==> src/rtl/dram_pd_pkg.sv <==
package dram_pd_pkg;

    typedef enum logic [2:0] {
        ST_ACTIVE         = 3'd0,
        ST_WAIT_BURST_END = 3'd1,
        ST_PD_ENTER_HOLD  = 3'd2,
        ST_POWER_DOWN     = 3'd3,
        ST_PD_EXIT_HOLD   = 3'd4,
        ST_EXIT_LATENCY   = 3'd5
    } pd_state_e;

    typedef enum logic [1:0] {
        PDM_NONE      = 2'b00,
        PDM_PRECHARGE = 2'b01,
        PDM_ACT_FAST  = 2'b10,
        PDM_ACT_SLOW  = 2'b11
    } pd_mode_e;

    // Low-power flavour chosen from bank state and exit speed at entry.
    function automatic pd_mode_e pick_mode(input logic any_open, input logic fast);
        if (!any_open) return PDM_PRECHARGE;
        return fast ? PDM_ACT_FAST : PDM_ACT_SLOW;
    endfunction

endpackage

==> src/rtl/dram_pd_countdown.sv <==
// Saturating down-counter. A load of N makes done true after N cycles (at least one).
module dram_pd_countdown #(
    parameter int W = 8
) (
    input  logic         clk,
    input  logic         rst_n,
    input  logic         load,
    input  logic [W-1:0] load_val,
    output logic         done
);
    logic [W-1:0] cnt_q;

    always_ff @(posedge clk or negedge rst_n) begin
        if (!rst_n) begin
            cnt_q <= '0;
        end else if (load) begin
            cnt_q <= (load_val == '0) ? '0 : load_val - W'(1);
        end else if (cnt_q != '0) begin
            cnt_q <= cnt_q - W'(1);
        end
    end

    assign done = (cnt_q == '0);

endmodule

==> src/rtl/dram_pd_read_tail.sv <==
// Tracks the read burst tail: busy from the read command until AL+CL+BL/2 clocks later.
module dram_pd_read_tail #(
    parameter int LAT_W = 4
) (
    input  logic             clk,
    input  logic             rst_n,
    input  logic             rd_cmd,
    input  logic [LAT_W-1:0] cfg_al,
    input  logic [LAT_W-1:0] cfg_cl,
    input  logic             cfg_bl8,
    output logic             tail_busy
);
    localparam int CNT_W = LAT_W + 2;

    logic [CNT_W-1:0] left_q;
    logic [CNT_W-1:0] span;

    always_comb begin
        span = CNT_W'(cfg_al) + CNT_W'(cfg_cl) + (cfg_bl8 ? CNT_W'(4) : CNT_W'(2));
    end

    always_ff @(posedge clk or negedge rst_n) begin
        if (!rst_n) begin
            left_q <= '0;
        end else if (rd_cmd) begin
            left_q <= span;
        end else if (left_q != '0) begin
            left_q <= left_q - CNT_W'(1);
        end
    end

    assign tail_busy = rd_cmd | (left_q != '0);

    // a read always leaves the tail busy in the following cycle.
    p_tail_after_read_r4: assert property (@(posedge clk) disable iff (!rst_n)
        rd_cmd |=> tail_busy);

endmodule

==> src/rtl/dram_pd_residency.sv <==
// Counts cycles spent with clock-enable low and flags the 9 x tREFI cap.
module dram_pd_residency #(
    parameter int TREFI_W = 16
) (
    input  logic               clk,
    input  logic               rst_n,
    input  logic               clear,
    input  logic               run,
    input  logic [TREFI_W-1:0] cfg_trefi,
    output logic [TREFI_W+3:0] res_cnt,
    output logic               limit_hit
);
    localparam int RES_W = TREFI_W + 4;

    logic [RES_W-1:0] limit;
    logic [RES_W-1:0] cnt_q;

    always_comb begin
        limit = (RES_W'(cfg_trefi) << 3) + RES_W'(cfg_trefi);
    end

    always_ff @(posedge clk or negedge rst_n) begin
        if (!rst_n) begin
            cnt_q <= '0;
        end else if (clear) begin
            cnt_q <= '0;
        end else if (run && (cnt_q != '1)) begin
            cnt_q <= cnt_q + RES_W'(1);
        end
    end

    // The cycle holding count limit-1 is the last one allowed low.
    assign limit_hit = ({1'b0, cnt_q} + (RES_W+1)'(1)) >= {1'b0, limit};
    assign res_cnt   = cnt_q;

    // the low-time counter never reaches the cap while running.
    p_residency_cap_r9: assert property (@(posedge clk) disable iff (!rst_n)
        (run && limit != '0) |-> (cnt_q < limit));

endmodule

==> src/rtl/dram_pd_ctrl.sv <==
module dram_pd_ctrl
    import dram_pd_pkg::*;
#(
    parameter int NBANK   = 8,
    parameter int LAT_W   = 4,
    parameter int TW      = 8,
    parameter int TREFI_W = 16
) (
    input  logic               clk,
    input  logic               rst_n,
    input  logic               pd_req,
    input  logic [NBANK-1:0]   bank_open,
    input  logic               mrs_busy,
    input  logic               wr_busy,
    input  logic               rd_cmd,
    input  logic [LAT_W-1:0]   cfg_al,
    input  logic [LAT_W-1:0]   cfg_cl,
    input  logic               cfg_bl8,
    input  logic               cfg_fast_exit,
    input  logic [TW-1:0]      cfg_tcke,
    input  logic [TW-1:0]      cfg_txp,
    input  logic [TW-1:0]      cfg_txard,
    input  logic [TW-1:0]      cfg_txards,
    input  logic [TREFI_W-1:0] cfg_trefi,
    output logic               cke,
    output logic               cmd_inhibit,
    output logic               force_nop,
    output logic [1:0]         pd_mode
);
    localparam int RES_W = TREFI_W + 4;

    pd_state_e         state_q, state_d;
    pd_mode_e          mode_q;
    logic              wake_q;
    logic              refhold_q;
    logic              tail_busy;
    logic              blocked;
    logic              exit_req;
    logic              enter_go;
    logic              exit_go;
    logic              hold_done;
    logic              lat_done;
    logic              low_run;
    logic              limit_hit;
    logic [RES_W-1:0]  res_cnt;
    logic [TW-1:0]     exit_lat;

    dram_pd_read_tail #(.LAT_W(LAT_W)) u_tail (
        .clk       (clk),
        .rst_n     (rst_n),
        .rd_cmd    (rd_cmd),
        .cfg_al    (cfg_al),
        .cfg_cl    (cfg_cl),
        .cfg_bl8   (cfg_bl8),
        .tail_busy (tail_busy)
    );

    dram_pd_residency #(.TREFI_W(TREFI_W)) u_res (
        .clk       (clk),
        .rst_n     (rst_n),
        .clear     (enter_go),
        .run       (low_run),
        .cfg_trefi (cfg_trefi),
        .res_cnt   (res_cnt),
        .limit_hit (limit_hit)
    );

    // Minimum pulse width timer, shared by the low hold and the high hold.
    dram_pd_countdown #(.W(TW)) u_hold (
        .clk      (clk),
        .rst_n    (rst_n),
        .load     (enter_go | exit_go),
        .load_val (cfg_tcke),
        .done     (hold_done)
    );

    // Exit latency timer, started on the rising clock-enable edge.
    dram_pd_countdown #(.W(TW)) u_lat (
        .clk      (clk),
        .rst_n    (rst_n),
        .load     (exit_go),
        .load_val (exit_lat),
        .done     (lat_done)
    );

    always_comb begin
        unique case (mode_q)
            PDM_PRECHARGE: exit_lat = cfg_txp;
            PDM_ACT_FAST:  exit_lat = cfg_txard;
            PDM_ACT_SLOW:  exit_lat = cfg_txards;
            default:       exit_lat = cfg_txp;
        endcase
    end

    assign blocked  = mrs_busy | wr_busy;
    assign exit_req = ~pd_req | wake_q | limit_hit;
    assign low_run  = (state_q == ST_PD_ENTER_HOLD) || (state_q == ST_POWER_DOWN);
    assign enter_go = (state_d == ST_PD_ENTER_HOLD) && (state_q != ST_PD_ENTER_HOLD);
    assign exit_go  = (state_d == ST_PD_EXIT_HOLD)  && (state_q != ST_PD_EXIT_HOLD);

    // Next-state logic.
    always_comb begin
        state_d = state_q;
        unique case (state_q)
            ST_ACTIVE: begin
                if (pd_req && !refhold_q && !blocked) begin
                    state_d = tail_busy ? ST_WAIT_BURST_END : ST_PD_ENTER_HOLD;
                end
            end
            ST_WAIT_BURST_END: begin
                if (!pd_req) begin
                    state_d = ST_ACTIVE;
                end else if (!blocked && !tail_busy) begin
                    state_d = ST_PD_ENTER_HOLD;
                end
            end
            ST_PD_ENTER_HOLD: begin
                if (hold_done) begin
                    state_d = exit_req ? ST_PD_EXIT_HOLD : ST_POWER_DOWN;
                end
            end
            ST_POWER_DOWN: begin
                if (exit_req) begin
                    state_d = ST_PD_EXIT_HOLD;
                end
            end
            ST_PD_EXIT_HOLD: begin
                if (hold_done) begin
                    state_d = lat_done ? ST_ACTIVE : ST_EXIT_LATENCY;
                end
            end
            ST_EXIT_LATENCY: begin
                if (lat_done) begin
                    state_d = ST_ACTIVE;
                end
            end
            default: state_d = ST_ACTIVE;
        endcase
    end

    // State register and entry bookkeeping.
    always_ff @(posedge clk or negedge rst_n) begin
        if (!rst_n) begin
            state_q   <= ST_ACTIVE;
            mode_q    <= PDM_NONE;
            wake_q    <= 1'b0;
            refhold_q <= 1'b0;
        end else begin
            state_q <= state_d;
            if (enter_go) begin
                mode_q <= pick_mode(|bank_open, cfg_fast_exit);
            end
            if (enter_go) begin
                wake_q <= 1'b0;
            end else if (state_q == ST_PD_ENTER_HOLD && !pd_req) begin
                wake_q <= 1'b1;
            end
            if (exit_go && limit_hit) begin
                refhold_q <= 1'b1;
            end else if (!pd_req) begin
                refhold_q <= 1'b0;
            end
        end
    end

    // Outputs, decoded from the registered state only.
    always_comb begin
        cke         = 1'b1;
        cmd_inhibit = 1'b0;
        force_nop   = 1'b0;
        pd_mode     = PDM_NONE;
        unique case (state_q)
            ST_ACTIVE, ST_WAIT_BURST_END: begin
            end
            ST_PD_ENTER_HOLD, ST_POWER_DOWN: begin
                cke         = 1'b0;
                cmd_inhibit = 1'b1;
                force_nop   = 1'b1;
                pd_mode     = mode_q;
            end
            ST_PD_EXIT_HOLD: begin
                cmd_inhibit = 1'b1;
                force_nop   = 1'b1;
            end
            ST_EXIT_LATENCY: begin
                cmd_inhibit = 1'b1;
            end
            default: begin
            end
        endcase
    end

    // clock-enable only falls when no mode-register or write activity preceded it.
    p_no_entry_busy_r3: assert property (@(posedge clk) disable iff (!rst_n)
        $fell(cke) |-> $past(!mrs_busy && !wr_busy));

    // clock-enable only falls once the read tail has cleared.
    p_no_entry_tail_r4: assert property (@(posedge clk) disable iff (!rst_n)
        $fell(cke) |-> !$past(tail_busy));

    // an all-idle bank set at entry gives precharge power-down.
    p_precharge_mode_r5: assert property (@(posedge clk) disable iff (!rst_n)
        ($fell(cke) && $past(bank_open == '0)) |-> (pd_mode == 2'b01));

    // the low pulse lasted at least the minimum width.
    p_min_low_r6: assert property (@(posedge clk) disable iff (!rst_n)
        $rose(cke) |-> (int'($past(res_cnt)) + 1 >= int'(cfg_tcke)));

    // the rising edge carries a forced NOP and a gated command path.
    p_exit_nop_r7: assert property (@(posedge clk) disable iff (!rst_n)
        $rose(cke) |-> (force_nop && cmd_inhibit));

    // after a forced exit no entry happens while the lockout is set.
    p_refresh_lockout_r10: assert property (@(posedge clk) disable iff (!rst_n)
        (state_q == ST_ACTIVE && refhold_q) |=> cke);

endmodule

==> config.mk <==
export PLATFORM = sky130hd
export DESIGN_NAME = dram_pd_ctrl
export DESIGN_NICKNAME = d
export VERILOG_FILES = /design/src/rtl/dram_pd_pkg.sv /design/src/rtl/dram_pd_countdown.sv /design/src/rtl/dram_pd_read_tail.sv /design/src/rtl/dram_pd_residency.sv /design/src/rtl/dram_pd_ctrl.sv
export SDC_FILE = /design/constraint.sdc
export NUM_CORES = 1
export LEC_CHECK = 0
export ABC_CLOCK_PERIOD_IN_PS = 4300
export BUFFER_PORTS_ARGS = -buffer_cell sky130_fd_sc_hd__buf_2
export CAP_MARGIN = 20
export CORE_AREA = 2 2 131 133
export CTS_CLUSTER_SIZE = 25
export DETAILED_ROUTE_END_ITERATION = 16
export DIE_AREA = 0 0 133 135
export HOLD_SLACK_MARGIN = 0.03
export MAX_ROUTING_LAYER = met4
export PLACE_DENSITY_LB_ADDON = 0.3
export SLEW_MARGIN = 15
export SYNTH_ARGS = -nofsm -noshare
export SYNTH_HDL_FRONTEND = slang
export SYNTH_SLANG_ARGS = --single-unit
==> constraint.sdc <==
create_clock -name clk -period 4.3 [get_ports clk]
set_clock_uncertainty 0.15 [all_clocks]
set_input_delay 0.86 -clock clk [delete_from_list [all_inputs] [get_ports clk]]
set_output_delay 0.86 -clock clk [all_outputs]
set_load 0.05 [all_outputs]
==> flow_metrics.py <==
metrics = {
    "power_and_ir_drop": {
        "p_leak_nw": 2.68,
        "power_frac_seq_pct": 35.0,
        "ir_drop_v": 0.000189,
        "switching_share_pct": 36.2,
        "power_switching_mw": 0.702,
        "pwr-share-clk_pct": 21.2,
        "totalPowerFinal_mw": 1.94,
        "powerDensity_nw_per_um2": 319,
        "intPower_mw": 1.24,
        "combPwrFrac_pct": 43.8,
    },
    "worst_hold_path": {
        "hp-start": "u_tail.left_q[2]$_DFFE_PN0P_",
        "min_path_type": "flip-flop to flip-flop",
        "hold_end": "u_tail.left_q[2]$_DFFE_PN0P_",
        "hold_depth": 1,
    },
    "run": {
        "drv_cap": 0,
    },
    "layout": {
        "final_common_cell": "buf_2",
        "nets": 796,
        "final_area_um2": 6080,
        "layout.cells.most_common_list": "buf_2 (72), nand2_1 (59), nor2_1 (56)",
        "drive_above_1_share_pct": 27.3,
        "fill_cells": 1709,
        "area_growth_pct": 29.0,
        "diodes": 0,
    },
    "placement": {
        "preCtsSetupSlack_ns": -0.359,
        "routabilityCongestion": 0.809,
        "hpwl_mm": 8.48,
        "placed_cell_area_um2": 5770,
        "port_buffers": 76,
    },
    "cts": {
        "cts_sinks": 49,
        "cts.htree.levels": 2,
        "clk-insertion-delay-late_ns": 0.29,
        "clockRootBuffer": "clkbuf_16",
        "clock_path_buffers": 2,
        "path_clk_slew_ns": 0.06,
        "cts_tree": "built",
        "cts_made_buffers": 5,
    },
    "route": {
        "routedWlPerCell_um": 11.9,
        "ant_nets": 0,
        "dr.pass1.iters": 4,
        "vias": 4106,
        "drt_iter0_markers": 100,
        "post-route-drc-count": 0,
        "viasPerCell": 4.59,
        "wl_mm": 10.6,
    },
    "yosys": {
        "syn_area_um2": 4710,
        "ys_warn_count": 0,
        "ys_seq_area_share_pct": 26.0,
        "avgSynthCellArea_um2": 8.52,
        "syn_nets": 676,
        "ys.flop_type": "dfrtp_1",
        "synth_top_area_share_pct": 26.0,
        "ys_ff_latch": 49,
        "synth_cell_types": 60,
        "synth-edff-count": 0,
        "synthTopCellsByArea": "dfrtp_1 (26%), ha_1 (13%), xor2_1 (6.5%)",
        "synth_cells": 553,
        "synth_top_area_cell": "dfrtp_1",
        "async_reset_ff_share_pct": 100,
    },
    "grt": {
        "grt_pass1_wl_mm": 17.8,
        "grt_usage_pct": 12.2,
        "antenna_found_initial": 0,
        "grt_overflow": 0,
        "grt_pass1_vias": 3923,
        "grt_max_degree": 29,
    },
    "sta": {
        "setup_viol": 0,
        "setup_ws_ns": 0.0790,
        "period_needed_ns": 4.22,
        "tightest_slew_ns": 0.616,
        "maxSlewViolCount": 0,
        "fmax_ghz": 0.237,
        "finalHoldViolCount": 0,
        "rsz0062_at_grt": "yes",
        "period_share_pct": 98.2,
        "slew_headroom_pct": 58.6,
    },
    "floorplan": {
        "die-area_um2": 18000,
        "coreArea_um2": 16400,
        "initial_core_util_pct": 28.7,
        "pin_count": 77,
        "die_w_um": 133,
        "fp.dieH_um": 135,
        "fp-row-count": 47,
    },
    "setup_path": {
        "reg2reg_setup_slack_ns": 0.23,
        "endpoint_kind": "flip-flop",
        "cp_max_fo": 4,
        "worstPathRequired_ns": 4.32,
        "r2r_cells": 16,
        "r2r-start": "u_res.res_cnt[0]$_DFFE_PN0P_",
        "crit_path_start_kind": "primary input",
        "cp.arrival_ns": 4.24,
        "worstSetupPathType": "primary input to flip-flop",
        "r2r-end": "u_hold.cnt_q[1]$_DFFE_PN0P_",
    },
    "status": {
        "status": "finished clean",
    },
}
==> state kept, by name, summed over array words and instances (netlist names) <==
register / flops
mode_q: 2
refhold_q: 1
state_q: 3
u_hold.cnt_q: 8
u_lat.cnt_q: 8
u_res.res_cnt: 20
u_tail.left_q: 6
wake_q: 1
==> per-stage QoR <==
| stage | util [%] | setup TNS, ns | hold WS, ns | instances |
|---|---|---|---|---|
| after floorplan | - | -0.277 | 0.323 | 553 |
| after global placement | 35.2 | -5.50 | 0.372 | 881 |
| after detailed placement | 35.2 | -6.19 | 0.378 | 881 |
| after CTS | 36.2 | 0 | 0.389 | 890 |
| after global routing | 37.0 | -1.04 | 0.411 | 894 |
| final | 37.0 | 0 | 0.380 | 894 |
==> worst max-delay path, cell delays in order <==
cell	delay, ns
buf_2	0.13
ha_4	0.24
or2_4	0.23
o31a_1	0.12
a31oi_2	0.23
nor2b_1	0.20
xor2_1	0.20
ha_1	0.29
a21oi_2	0.16
o21ai_1	0.10
a2111oi_2	0.38
a21oi_2	0.10
buf_4	0.16
nor4b_4	0.23
buf_4	0.18
o21bai_4	0.11
mux2_4	0.30
==> kinds of logic (layout without fill, tap and decap cells) <==
kind of cell | count (synthesis) | count (layout) | synth area share [%]
and+or+nand+nor | 212 | 212 | 22.7
AOI/OAI and AO/OA | 103 | 103 | 13.9
xor gates and xnor gates | 66 | 66 | 12.3
adders and majority gates | 51 | 51 | 14.0
DFF | 49 | 49 | 26.0
buffers and inverters | 38 | 159 | 3.27
muxes | 34 | 34 | 7.73
==> cell type report <==
type                            count  area (µm²)  area share, %
Multi-Input combinational cell    466        3520           58.0
Sequential cell                    49        1230           20.2
Timing Repair Buffer              123         790           13.0
Tap cell                          220         275           4.53
Clock buffer                        7         153           2.51
Inverter                           28         105           1.73
Clock inverter                      1        5.00         0.0824
==> power groups by stage <==
stage | registers [mW] | clock network, mW | logic [mW]
6_report | 0.679 | 0.412 | 0.850
5_1_grt | 0.696 | 0.450 | 0.967
4_1_cts | 0.680 | 0.432 | 0.837
3_5_place_dp | 0.686 | 0 | 0.833
3_3_place_gp | 0.685 | 0 | 0.821
2_1_floorplan | 0.661 | 0 | 0.624
==> cell usage after synthesis (all sizes together) (5+ instances only) <==
cell and instances:
nand2 59, nor2 58, dfrtp 49, ha 48, a21oi 43, xor2 35, xnor2 31, inv 28
nor3 26, mux2i 24, o21ai 23, nand3 12, nand4 12, mux2 10, or3 9, clkbuf 6
a21o 5, and2 5, and3 5, nor2b 5
==> worst max-delay path by stage <==
stage                      start                           to  slack (ns)
floorplan           cfg_trefi[5]  u_hold.cnt_q[0]$_DFFE_PN0P_       -0.09
global placement    cfg_trefi[1]  u_hold.cnt_q[3]$_DFFE_PN0P_       -0.32
detailed placement  cfg_trefi[3]  u_hold.cnt_q[1]$_DFFE_PN0P_       -0.36
CTS                 cfg_trefi[3]   u_lat.cnt_q[7]$_DFFE_PN0P_       0.006
global route        cfg_trefi[3]  u_hold.cnt_q[1]$_DFFE_PN0P_       -0.08
finish              cfg_trefi[5]  u_hold.cnt_q[1]$_DFFE_PN0P_        0.08
==> per-layer routing <==
| layer | share of wire, % | up-vias | wire length [µm] | global-route usage, % |
|---|---|---|---|---|
| li1 | - | 2204 | - | - |
| met5 | 0 | - | 0 | - |
| met1 | 51 | 1826 | 5430 | 16.8 |
| met2 | 44 | 71 | 4710 | 19.3 |
| met3 | 3.6 | 5 | 382 | 1.54 |
| met4 | 0.96 | 0 | 102 | 2.87 |
==> what timing repair did <==
action / CTS / global route
buffers inserted: 1 / 7
gates resized for setup: 1 / 25
endpoints found under the setup margin: 17 / 19
hold buffers: 0 / 0
pin swaps: 3 / 17
(Power assumes the default switching activity.)
